$ cat config.mk
export PLATFORM = sky130hd
export DESIGN_NAME = acc_alu
export DESIGN_NICKNAME = d
export VERILOG_FILES = /design/src/rtl/acc_alu_pkg.sv /design/src/rtl/acc_alu_addsub.sv /design/src/rtl/acc_alu_shlog.sv /design/src/rtl/acc_alu_flags.sv /design/src/rtl/acc_alu.sv
export SDC_FILE = /design/constraint.sdc
export NUM_CORES = 1
export LEC_CHECK = 0
export ABC_CLOCK_PERIOD_IN_PS = 12200
export BUFFER_PORTS_ARGS = -buffer_cell sky130_fd_sc_hd__clkbuf_2
export CELL_PAD_IN_SITES_DETAIL_PLACEMENT = 1
export CELL_PAD_IN_SITES_GLOBAL_PLACEMENT = 1
export CORE_MARGIN = 4
export CORE_UTILIZATION = 36
export DETAILED_ROUTE_END_ITERATION = 8
export PLACE_DENSITY_LB_ADDON = 0.1
export SLEW_MARGIN = 5
export SYNTH_ARGS = -nofsm -noshare
export SYNTH_HDL_FRONTEND = slang
export SYNTH_SLANG_ARGS = --single-unit
$ cat constraint.sdc
create_clock -name clk -period 12.2 [get_ports clk]
set_clock_uncertainty 0.05 [all_clocks]
set_input_delay 1.22 -clock clk [delete_from_list [all_inputs] [get_ports clk]]
set_output_delay 1.22 -clock clk [all_outputs]
set_load 0.03 [all_outputs]
$ cat src/rtl/acc_alu_pkg.sv
`timescale 1ns/1ps
package acc_alu_pkg;

   // operation codes seen on op_code_i
   typedef enum logic [4:0] {
      OP_ADD = 5'd0,
      OP_ADC = 5'd1,
      OP_SUB = 5'd2,
      OP_SBB = 5'd3,
      OP_AND = 5'd4,
      OP_XOR = 5'd5,
      OP_OR  = 5'd6,
      OP_CMP = 5'd7,
      OP_INC = 5'd8,
      OP_DEC = 5'd9,
      OP_RLC = 5'd10,
      OP_RRC = 5'd11,
      OP_RAL = 5'd12,
      OP_RAR = 5'd13,
      OP_CPL = 5'd14,
      OP_STC = 5'd15,
      OP_CMC = 5'd16
   } alu_op_e;

   // flag vector layout
   localparam int FL_CY = 0;
   localparam int FL_P  = 1;
   localparam int FL_H  = 2;
   localparam int FL_Z  = 3;
   localparam int FL_S  = 4;
   localparam int FL_W  = 5;

   // which flags an operation may touch
   typedef enum logic [1:0] {
      UPD_NONE   = 2'd0,
      UPD_ALL    = 2'd1,
      UPD_NOCY   = 2'd2,
      UPD_CYONLY = 2'd3
   } upd_e;

endpackage

$ cat src/rtl/acc_alu_addsub.sv
`timescale 1ns/1ps
module acc_alu_addsub #(
   parameter int W      = 8,
   parameter bit RIPPLE = 1'b0
) (
   input  logic [W-1:0] a_i,
   input  logic [W-1:0] b_i,
   input  logic         sub_i,
   input  logic         cin_i,
   output logic [W-1:0] sum_o,
   output logic         co_o,
   output logic         hc_o
);
   localparam int HW = W / 2;

   if (W < 4 || (W % 2) != 0) begin : g_bad_width
      $error("acc_alu_addsub: W must be even and at least 4");
   end

   logic [W-1:0] b_x;
   logic         c0;

   // subtraction as a + ~b + ~cin; carry then means "no borrow"
   assign b_x = sub_i ? ~b_i : b_i;
   assign c0  = sub_i ^ cin_i;

   if (RIPPLE) begin : g_ripple
      logic [W:0] c;
      assign c[0] = c0;
      for (genvar i = 0; i < W; i++) begin : g_bit
         assign sum_o[i] = a_i[i] ^ b_x[i] ^ c[i];
         assign c[i+1]   = (a_i[i] & b_x[i]) | (a_i[i] & c[i]) | (b_x[i] & c[i]);
      end
      assign co_o = c[W] ^ sub_i;
      assign hc_o = c[HW] ^ sub_i;
   end else begin : g_infer
      logic [W:0] full;
      assign full  = {1'b0, a_i} + {1'b0, b_x} + {{W{1'b0}}, c0};
      assign sum_o = full[W-1:0];
      assign co_o  = full[W] ^ sub_i;
      // carry into the middle bit, recovered from that bit's sum
      assign hc_o  = (full[HW] ^ a_i[HW] ^ b_x[HW]) ^ sub_i;
   end

endmodule

$ cat src/rtl/acc_alu_shlog.sv
`timescale 1ns/1ps
module acc_alu_shlog
   import acc_alu_pkg::*;
#(
   parameter int W = 8
) (
   input  logic [4:0]   op_i,
   input  logic [W-1:0] a_i,
   input  logic [W-1:0] b_i,
   input  logic         cy_i,
   output logic [W-1:0] res_o,
   output logic         co_o
);
   always_comb begin
      res_o = a_i;
      co_o  = cy_i;
      case (op_i)
         OP_AND: res_o = a_i & b_i;
         OP_XOR: res_o = a_i ^ b_i;
         OP_OR:  res_o = a_i | b_i;
         OP_RLC: begin
            res_o = {a_i[W-2:0], a_i[W-1]};
            co_o  = a_i[W-1];
         end
         OP_RRC: begin
            res_o = {a_i[0], a_i[W-1:1]};
            co_o  = a_i[0];
         end
         OP_RAL: begin
            res_o = {a_i[W-2:0], cy_i};
            co_o  = a_i[W-1];
         end
         OP_RAR: begin
            res_o = {cy_i, a_i[W-1:1]};
            co_o  = a_i[0];
         end
         OP_CPL: res_o = ~a_i;
         default: begin
            res_o = a_i;
            co_o  = cy_i;
         end
      endcase
   end
endmodule

$ cat src/rtl/acc_alu_flags.sv
`timescale 1ns/1ps
module acc_alu_flags
   import acc_alu_pkg::*;
(
   input  logic            clk,
   input  logic            rst_n,
   input  upd_e            upd_i,
   input  logic [FL_W-1:0] nxt_i,
   output logic [FL_W-1:0] flags_o,
   output logic [7:0]      cond_o
);
   logic [FL_W-1:0] mask;
   logic [FL_W-1:0] flg_q;

   always_comb begin
      case (upd_i)
         UPD_ALL:    mask = '1;
         UPD_NOCY:   mask = ~(FL_W'(1) << FL_CY);
         UPD_CYONLY: mask = FL_W'(1) << FL_CY;
         default:    mask = '0;
      endcase
   end

   always_ff @(posedge clk) begin
      if (!rst_n) flg_q <= '0;
      else        flg_q <= (nxt_i & mask) | (flg_q & ~mask);
   end

   assign flags_o = flg_q;

   // condition k tests flag src_of(k/2); odd k wants it set
   function automatic int src_of(input int k);
      case (k)
         0:       return FL_Z;
         1:       return FL_S;
         2:       return FL_P;
         default: return FL_CY;
      endcase
   endfunction

   for (genvar k = 0; k < 4; k++) begin : g_cond
      assign cond_o[2*k]   = ~flg_q[src_of(k)];
      assign cond_o[2*k+1] =  flg_q[src_of(k)];
   end


   cyonly_keeps_rest_chk: assert property (@(posedge clk) disable iff (!rst_n)
      (upd_i == UPD_CYONLY) |=> (flags_o[FL_W-1:1] == $past(flags_o[FL_W-1:1])));


   nocy_keeps_carry_chk: assert property (@(posedge clk) disable iff (!rst_n)
      (upd_i == UPD_NOCY) |=> (flags_o[FL_CY] == $past(flags_o[FL_CY])));

endmodule

$ cat src/rtl/acc_alu.sv
`timescale 1ns/1ps
module acc_alu
   import acc_alu_pkg::*;
#(
   parameter int W      = 8,
   parameter bit RIPPLE = 1'b0
) (
   input  logic          clk,
   input  logic          rst_n,
   input  logic          op_valid_i,
   input  logic [4:0]    op_code_i,
   input  logic [W-1:0]  acc_i,
   input  logic [W-1:0]  opnd_i,
   output logic [W-1:0]  result_o,
   output logic          wr_en_o,
   output logic [4:0]    flags_o,
   output logic [7:0]    cond_hit_o
);
   if (W < 4 || (W % 2) != 0) begin : g_bad_width
      $error("acc_alu: W must be even and at least 4");
   end

   logic [W-1:0]    ad_a, ad_b, ad_sum;
   logic            ad_sub, ad_cin, ad_co, ad_hc;
   logic [W-1:0]    lg_res;
   logic            lg_co;
   logic [W-1:0]    res;
   logic            wr, cy_n, h_n;
   upd_e            upd;
   logic [FL_W-1:0] flg, nxt;

   acc_alu_addsub #(.W(W), .RIPPLE(RIPPLE)) u_addsub (
      .a_i   (ad_a),
      .b_i   (ad_b),
      .sub_i (ad_sub),
      .cin_i (ad_cin),
      .sum_o (ad_sum),
      .co_o  (ad_co),
      .hc_o  (ad_hc)
   );

   acc_alu_shlog #(.W(W)) u_shlog (
      .op_i  (op_code_i),
      .a_i   (acc_i),
      .b_i   (opnd_i),
      .cy_i  (flg[FL_CY]),
      .res_o (lg_res),
      .co_o  (lg_co)
   );

   always_comb begin
      ad_a   = acc_i;
      ad_b   = opnd_i;
      ad_sub = 1'b0;
      ad_cin = 1'b0;
      res    = acc_i;
      wr     = 1'b0;
      upd    = UPD_NONE;
      cy_n   = flg[FL_CY];
      h_n    = 1'b0;
      case (op_code_i)
         OP_ADD, OP_ADC, OP_SUB, OP_SBB, OP_CMP: begin
            ad_sub = (op_code_i == OP_SUB) || (op_code_i == OP_SBB) || (op_code_i == OP_CMP);
            ad_cin = ((op_code_i == OP_ADC) || (op_code_i == OP_SBB)) && flg[FL_CY];
            res    = ad_sum;
            wr     = (op_code_i != OP_CMP);
            upd    = UPD_ALL;
            cy_n   = ad_co;
            h_n    = ad_hc;
         end
         OP_INC, OP_DEC: begin
            ad_a   = opnd_i;
            ad_b   = W'(1);
            ad_sub = (op_code_i == OP_DEC);
            res    = ad_sum;
            wr     = 1'b1;
            upd    = UPD_NOCY;
            h_n    = ad_hc;
         end
         OP_AND, OP_XOR, OP_OR: begin
            res  = lg_res;
            wr   = 1'b1;
            upd  = UPD_ALL;
            cy_n = 1'b0;
         end
         OP_RLC, OP_RRC, OP_RAL, OP_RAR: begin
            res  = lg_res;
            wr   = 1'b1;
            upd  = UPD_CYONLY;
            cy_n = lg_co;
         end
         OP_CPL: begin
            res = lg_res;
            wr  = 1'b1;
         end
         OP_STC: begin
            upd  = UPD_CYONLY;
            cy_n = 1'b1;
         end
         OP_CMC: begin
            upd  = UPD_CYONLY;
            cy_n = ~flg[FL_CY];
         end
         default: begin
            wr  = 1'b0;
            upd = UPD_NONE;
         end
      endcase
      if (!op_valid_i) begin
         wr  = 1'b0;
         upd = UPD_NONE;
      end
   end

   always_comb begin
      nxt        = '0;
      nxt[FL_S]  = res[W-1];
      nxt[FL_Z]  = (res == '0);
      nxt[FL_P]  = ~(^res);
      nxt[FL_H]  = h_n;
      nxt[FL_CY] = cy_n;
   end

   acc_alu_flags u_flags (
      .clk     (clk),
      .rst_n   (rst_n),
      .upd_i   (upd),
      .nxt_i   (nxt),
      .flags_o (flg),
      .cond_o  (cond_hit_o)
   );

   assign result_o = res;
   assign wr_en_o  = wr;
   assign flags_o  = flg;


   zero_tracks_result_chk: assert property (@(posedge clk) disable iff (!rst_n)
      (op_valid_i && op_code_i <= 5'd7) |=> (flags_o[FL_Z] == ($past(result_o) == '0)));


   parity_tracks_result_chk: assert property (@(posedge clk) disable iff (!rst_n)
      (op_valid_i && op_code_i <= 5'd7) |=> (flags_o[FL_P] == ~(^$past(result_o))));


   cpl_no_flags_chk: assert property (@(posedge clk) disable iff (!rst_n)
      (op_valid_i && op_code_i == OP_CPL) |=> $stable(flags_o));


   stc_sets_carry_chk: assert property (@(posedge clk) disable iff (!rst_n)
      (op_valid_i && op_code_i == OP_STC) |=> flags_o[FL_CY]);


   idle_holds_flags_chk: assert property (@(posedge clk) disable iff (!rst_n)
      (!op_valid_i || op_code_i > 5'd16) |=> $stable(flags_o));


   cmp_no_write_chk: assert property (@(posedge clk) disable iff (!rst_n)
      (op_code_i == OP_CMP) |-> !wr_en_o);

endmodule

==> results of run 1 <==
-- Yosys cell counts (5+ instances only) --
master and n:
ha_1 27, nand2_1 25, inv_1 24, nor2_1 18, o21ai_0 18, xnor2_1 15
mux2i_1 14, o22ai_1 9, a21oi_1 8, clkbuf_1 7, buf_4 6, and2_1 5
and3_1 5, dfxtp_1 5, nand3_1 5, nor3_1 5
-- cell type report --
| cell class | count | area (um2) |
|---|---|---|
| Clock buffer | 4 | 45.0 |
| Fill cell | 699 | 3040 |
| Inverter | 24 | 90.1 |
| Multi-Input combinational cell | 224 | 1690 |
| Sequential cell | 5 | 100 |
| Tap cell | 70 | 87.6 |
| Timing Repair Buffer | 45 | 225 |
-- metrics by stage --
stage	worst slack (ns)	area [um2]	utilization [%]
after global placement	5.95	2190	41.5
after detailed placement	5.90	2190	41.5
after CTS	5.89	2230	42.4
after floorplan	6.69	2010	-
final	5.90	2230	42.4
after global routing	5.58	2230	42.4
-- report_power, final --
group | switching [W] | internal, W | leakage, nW | total, W
Clock | 0.00000863 | 0.0000225 | 0.0228 | 0.0000311
Combinational | 0.0000780 | 0.0000494 | 1.04 | 0.000127
Sequential | 0.00000108 | 0.0000177 | 0.0407 | 0.0000188
-- worst max-delay path, delay by kind of cell --
kind,cells,cell delay (ns)
xor+xnor,2,0.30
simple gates,4,1.50
compound gates,2,0.53
fa+ha+maj,2,0.89
buf+inv,2,0.57
-- metal layers --
metal	vias up	share of wire, %	global-route usage [%]
met5	-	0	0
li1	1047	-	-
met3	2	3.9	2.38
met1	970	48	25.1
met2	41	48	31.3
met4	0	0.13	1.49
-- kinds of logic after synthesis --
| family | after synthesis | synth area share [%] |
|---|---|---|
| buf+inv | 46 | 11.4 |
| mux | 16 | 8.07 |
| compound gates | 71 | 25.2 |
| simple gates | 89 | 23.4 |
| flops | 5 | 4.97 |
| fa+ha+maj | 29 | 18.8 |
| xor+xnor | 19 | 8.26 |
-- worst paths after layout --
path                startpoint     endpoint  slack (ns)  cells past startpoint
setup reg to reg      register     register        8.32                     17
hold / removal        register     register        0.42                      2
hold reg to reg       register     register        0.42                      2
setup / recovery  op_code_i[1]  result_o[6]        5.90                     12
-- cell usage in the layout (no fill, tap or decap), types with 2 or more instances in the layout --
cell,netlist,final
nand2b_1,3,3
a32o_1,3,3
xor2_1,4,4
mux2_2,2,2
a221oi_1,2,2
a22oi_1,3,3
inv_1,24,24
and3b_1,2,2
mux2i_1,14,14
a211o_1,2,2
nor2b_1,2,2
a21oi_1,8,8
and3_1,5,5
ha_1,27,27
nand4b_1,3,3
o21ai_0,18,18
a2111o_1,3,3
or3_1,4,4
clkbuf_8,0,3
nand2_1,25,25
o211ai_1,4,4
xnor2_1,15,15
dfxtp_1,5,5
and2_1,5,5
a21o_1,4,4
nor3_1,5,5
a221o_1,2,2
nor3b_1,3,3
nand4_1,2,2
fa_1,2,2
o22ai_1,9,9
nand3_1,5,5
clkbuf_2,0,45
nor2_1,18,18
a211oi_1,2,2
==> impl_metrics.ini, run 1 <==
[yosys]
synth_edf_count = 0
ys.flop_type = dfxtp_1
netlist_instances = 275
synth_area_per_cell_um2 = 7.33
seq_area_frac_synth_pct = 4.97
synth_fp_nets = 328
synthTopCellsByArea = ha_1, mux2i_1, xnor2_1
synthesis.area_um2 = 2010
yosys.area.top_type = ha_1
synthArstFlopShare_pct = 0
synth_seq_cells = 5
synth_warnings = 0
synth_cell_types = 56
yosysTopAreaCellShare_pct = 16.8

[routing]
first_iter_violations = 79
drt-total-wl_mm = 6.28
ant_nets = 0
drc = 0
drtPass1Iterations = 4
vias = 2060
viasPerCell = 5.54
routedWlPerCell_um = 16.9

[placement]
dp.cells = 368
dp_hpwl_mm = 4.98
port-buffer-count = 45
place_congestion = 0.810

[global_routing]
grt_pass1_wl_mm = 10.5
grt_max_degree = 32
grt.total_usage_pct = 18.2
grt_pass1_vias = 2053
antenna_found_initial = 0
grt-ovfl-total = 0

[timing]
setup_viol = 0
finalSetupTns_ns = 0
period_needed_ns = 6.30
max-slew-margin-rel_pct = 48.1
tightest_slew_ns = 0.778
rsz0062_at_grt = no
whs_ns = 0.424
hold_viol = 0
fmaxAchievable_mhz = 159
post-route-period-util_pct = 51.6
slew_violations = 0

[power_and_ir_drop]
power.total_w = 0.000177
power.density_nw_per_um2 = 79.4
peakVddDrop_mv = 0.0341
p_leak_nw = 1.10

[clocking]
cts-root-buf = clkbuf_8
cts_setup_buffers = 0
cts.hold.buffers_added = 0
cts_made_buffers = 3
clk_path_buf_depth = 2
clk_latency_ns = 0.22
clk_pin_slew_worst_paths_ns = 0.04
clock_sinks = 5
cts_tree = done
htree_levels = 1
cts_resized = 0

[die]
start_util_pct = 38.2
ioPinCount = 46
die-area_um2 = 6860
rows = 26
core-area_um2 = 5270
die_w_um = 82.8
die_y_um = 82.8

[critical_path]
cp_cell_sequence = clkbuf_2, or4b_1, and2_1, xnor2_1, fa_1, fa_1, a21o_1, a221oi_1, xnor2_1, nand2_1, nand4b_1, clkbuf_2
crit_slowest_cell = or4b_1
critical_path_class = primary input to primary output
worst_ep_arrival_time_ns = 5.03
path_max_fanout = 27
required_ns = 10.93
start_kind = primary input
critPathMaxStageDelay_ns = 0.98
setup.worst_path.end_class = primary output

[flow_run]
drv_cap = 0

[cells_and_area]
drive_above_1_share_pct = 17.9
diodes = 0
area_growth_pct = 10.9
final_cells = 372
nNetsFinal = 356

[worst_hold_path]
hp-class = register to register

[status]
status = completed
Note: power is estimated with default switching activity, not from simulation.
==> run 2, diff against run 1 <==
ABC_CLOCK_PERIOD_IN_PS = 6150   (was 12200)
clock period = 6.15 ns   (was 12.2 ns; I/O delays follow)
==> impl_metrics.ini, run 2 (same netlist as run 1, synthesis figures left out) <==
[cells_and_area]
multi_input_area_um2 = 1690
layout_common_cells = clkbuf_2, ha_1, nand2_1
area_growth_pct = 11.6
fin_util_pct = 42.7
layout_commonest_cell = clkbuf_2
nNetsFinal = 358
ff_latch_area_um2 = 100
drive_above_1_share_pct = 18.4
diodes = 0
nFillCells = 711

[placement]
place_congestion = 0.820
port-buffer-count = 45
dp_hpwl_mm = 4.99

[global_routing]
grt.total_usage_pct = 18.2
grt_pass1_vias = 2078
grt_pass1_wl_mm = 10.6
grt_max_degree = 30
grt-ovfl-total = 0
antenna_found_initial = 0

[routing]
wl_met2_mm = 2.91
ant_nets = 0
vias = 2070
drc = 0
routedWlPerCell_um = 16.7
drt-total-wl_mm = 6.26
drtPass1Iterations = 6
wl_met3_um = 262
top_layer_used = met4
viasPerCell = 5.53
first_iter_violations = 78
wl_met1_mm = 3.04

[die]
start_util_pct = 38.2
die_w_um = 82.8
core-area_um2 = 5270
ioPinCount = 46
die_y_um = 82.8
rows = 26
die-area_um2 = 6860

[critical_path]
start_kind = primary input
critPathMaxStageDelay_ns = 0.91
setup.worst_path.end_class = primary output
required_ns = 5.48
path_max_fanout = 24
crit_slowest_cell = or4b_1
rrSetupSlack_ns = 2.33
cp_cell_sequence = clkbuf_2, or4b_1, and2_1, xnor2_1, fa_1, fa_1, a21o_1, a221oi_1, xnor2_1, nand2_1, nand4b_1, clkbuf_2
reg2reg_depth = 17
worst_ep_arrival_time_ns = 4.24
critical_path_class = primary input to primary output

[power_and_ir_drop]
pwr-share-seq_pct = 10.6
peakVddDrop_mv = 0.0737
power_frac_comb_pct = 71.7
power_switching_share_pct = 49.4
clkPwrFrac_pct = 17.7
intPower_w = 0.000179
power.density_nw_per_um2 = 157
switchingPower_w = 0.000174
p_leak_nw = 1.11

[timing]
rsz0062_at_grt = no
post-route-period-util_pct = 79.8
hold_viol = 0
tightest_slew_ns = 0.695
max-slew-margin-rel_pct = 53.2
slew_violations = 0
period_needed_ns = 4.91
setup_viol = 0
whs_ns = 0.421
fmaxAchievable_mhz = 204
finalSetupTns_ns = 0

[clocking]
cts_setup_buffers = 0
cts_made_buffers = 3
cts_resized = 0
clk_path_buf_depth = 2
cts-root-buf = clkbuf_8
clock_sinks = 5
clk_pin_slew_worst_paths_ns = 0.04
clk_latency_ns = 0.23
cts.hold.buffers_added = 0
cts_tree = done
htree_levels = 1

[flow_run]
drv_cap = 0

[worst_hold_path]
hp-class = register to register
min_path_cells = 2

[status]
status = completed
-- run 2: changes by cell type in the layout (fill, tap and decap cells not counted) --
cell and delta:
buf_4 +2
-- run 2: critical path, delay by kind of cell --
kind	cells	cell delay [ns]
and+or+nand+nor	4	1.45
adders and majority gates	2	0.91
AOI/OAI and AO/OA	2	0.53
buffers and inverters	2	0.45
xor gates and xnor gates	2	0.30
-- run 2: power groups by stage --
stage / registers [W] / clock network [W] / logic (W)
4_1_cts: 0.0000375 / 0.0000648 / 0.000255
5_1_grt: 0.0000377 / 0.0000680 / 0.000283
2_1_floorplan: 0.0000415 / 0 / 0.000188
3_3_place_gp: 0.0000378 / 0 / 0.000252
6_report: 0.0000375 / 0.0000626 / 0.000253
3_5_place_dp: 0.0000379 / 0 / 0.000254
-- run 2: area by class of cell --
class / instances / area share, %
tap: 70 / 3.90
inverter: 24 / 4.01
sequential: 5 / 4.45
multi-input combinational: 224 / 75.0
timing repair buffer: 47 / 10.7
clock buffer: 4 / 2.00
-- run 2: how the worst max path moves through the flow --
stage	endpoint	start	slack, ns	depth (start not counted)
4_1_cts	result_o[6]	op_code_i[2]	1.20	12
3_5_place_dp	register	op_code_i[2]	1.10	16
3_3_place_gp	register	op_code_i[2]	1.21	16
2_1_floorplan	register	op_code_i[1]	1.74	18
5_1_grt	result_o[6]	op_code_i[1]	0.96	14
6_report	result_o[6]	op_code_i[2]	1.24	12
-- run 2: stage by stage --
step	std cells	area, um2	power, W	setup slack, ns
5_1_grt	374	2250	0.000388	0.956
6_report	374	2250	0.000353	1.24
3_5_place_dp	370	2200	0.000292	1.10
2_1_floorplan	275	2010	0.000230	1.74
3_3_place_gp	370	2200	0.000290	1.21
4_1_cts	374	2250	0.000358	1.20
-- run 2: metal layers --
metal	global-route usage (%)	vias to the layer above
met4	2.08	0
li1	-	1048
met2	31.6	42
met5	0	-
met3	2.38	4
met1	24.7	976
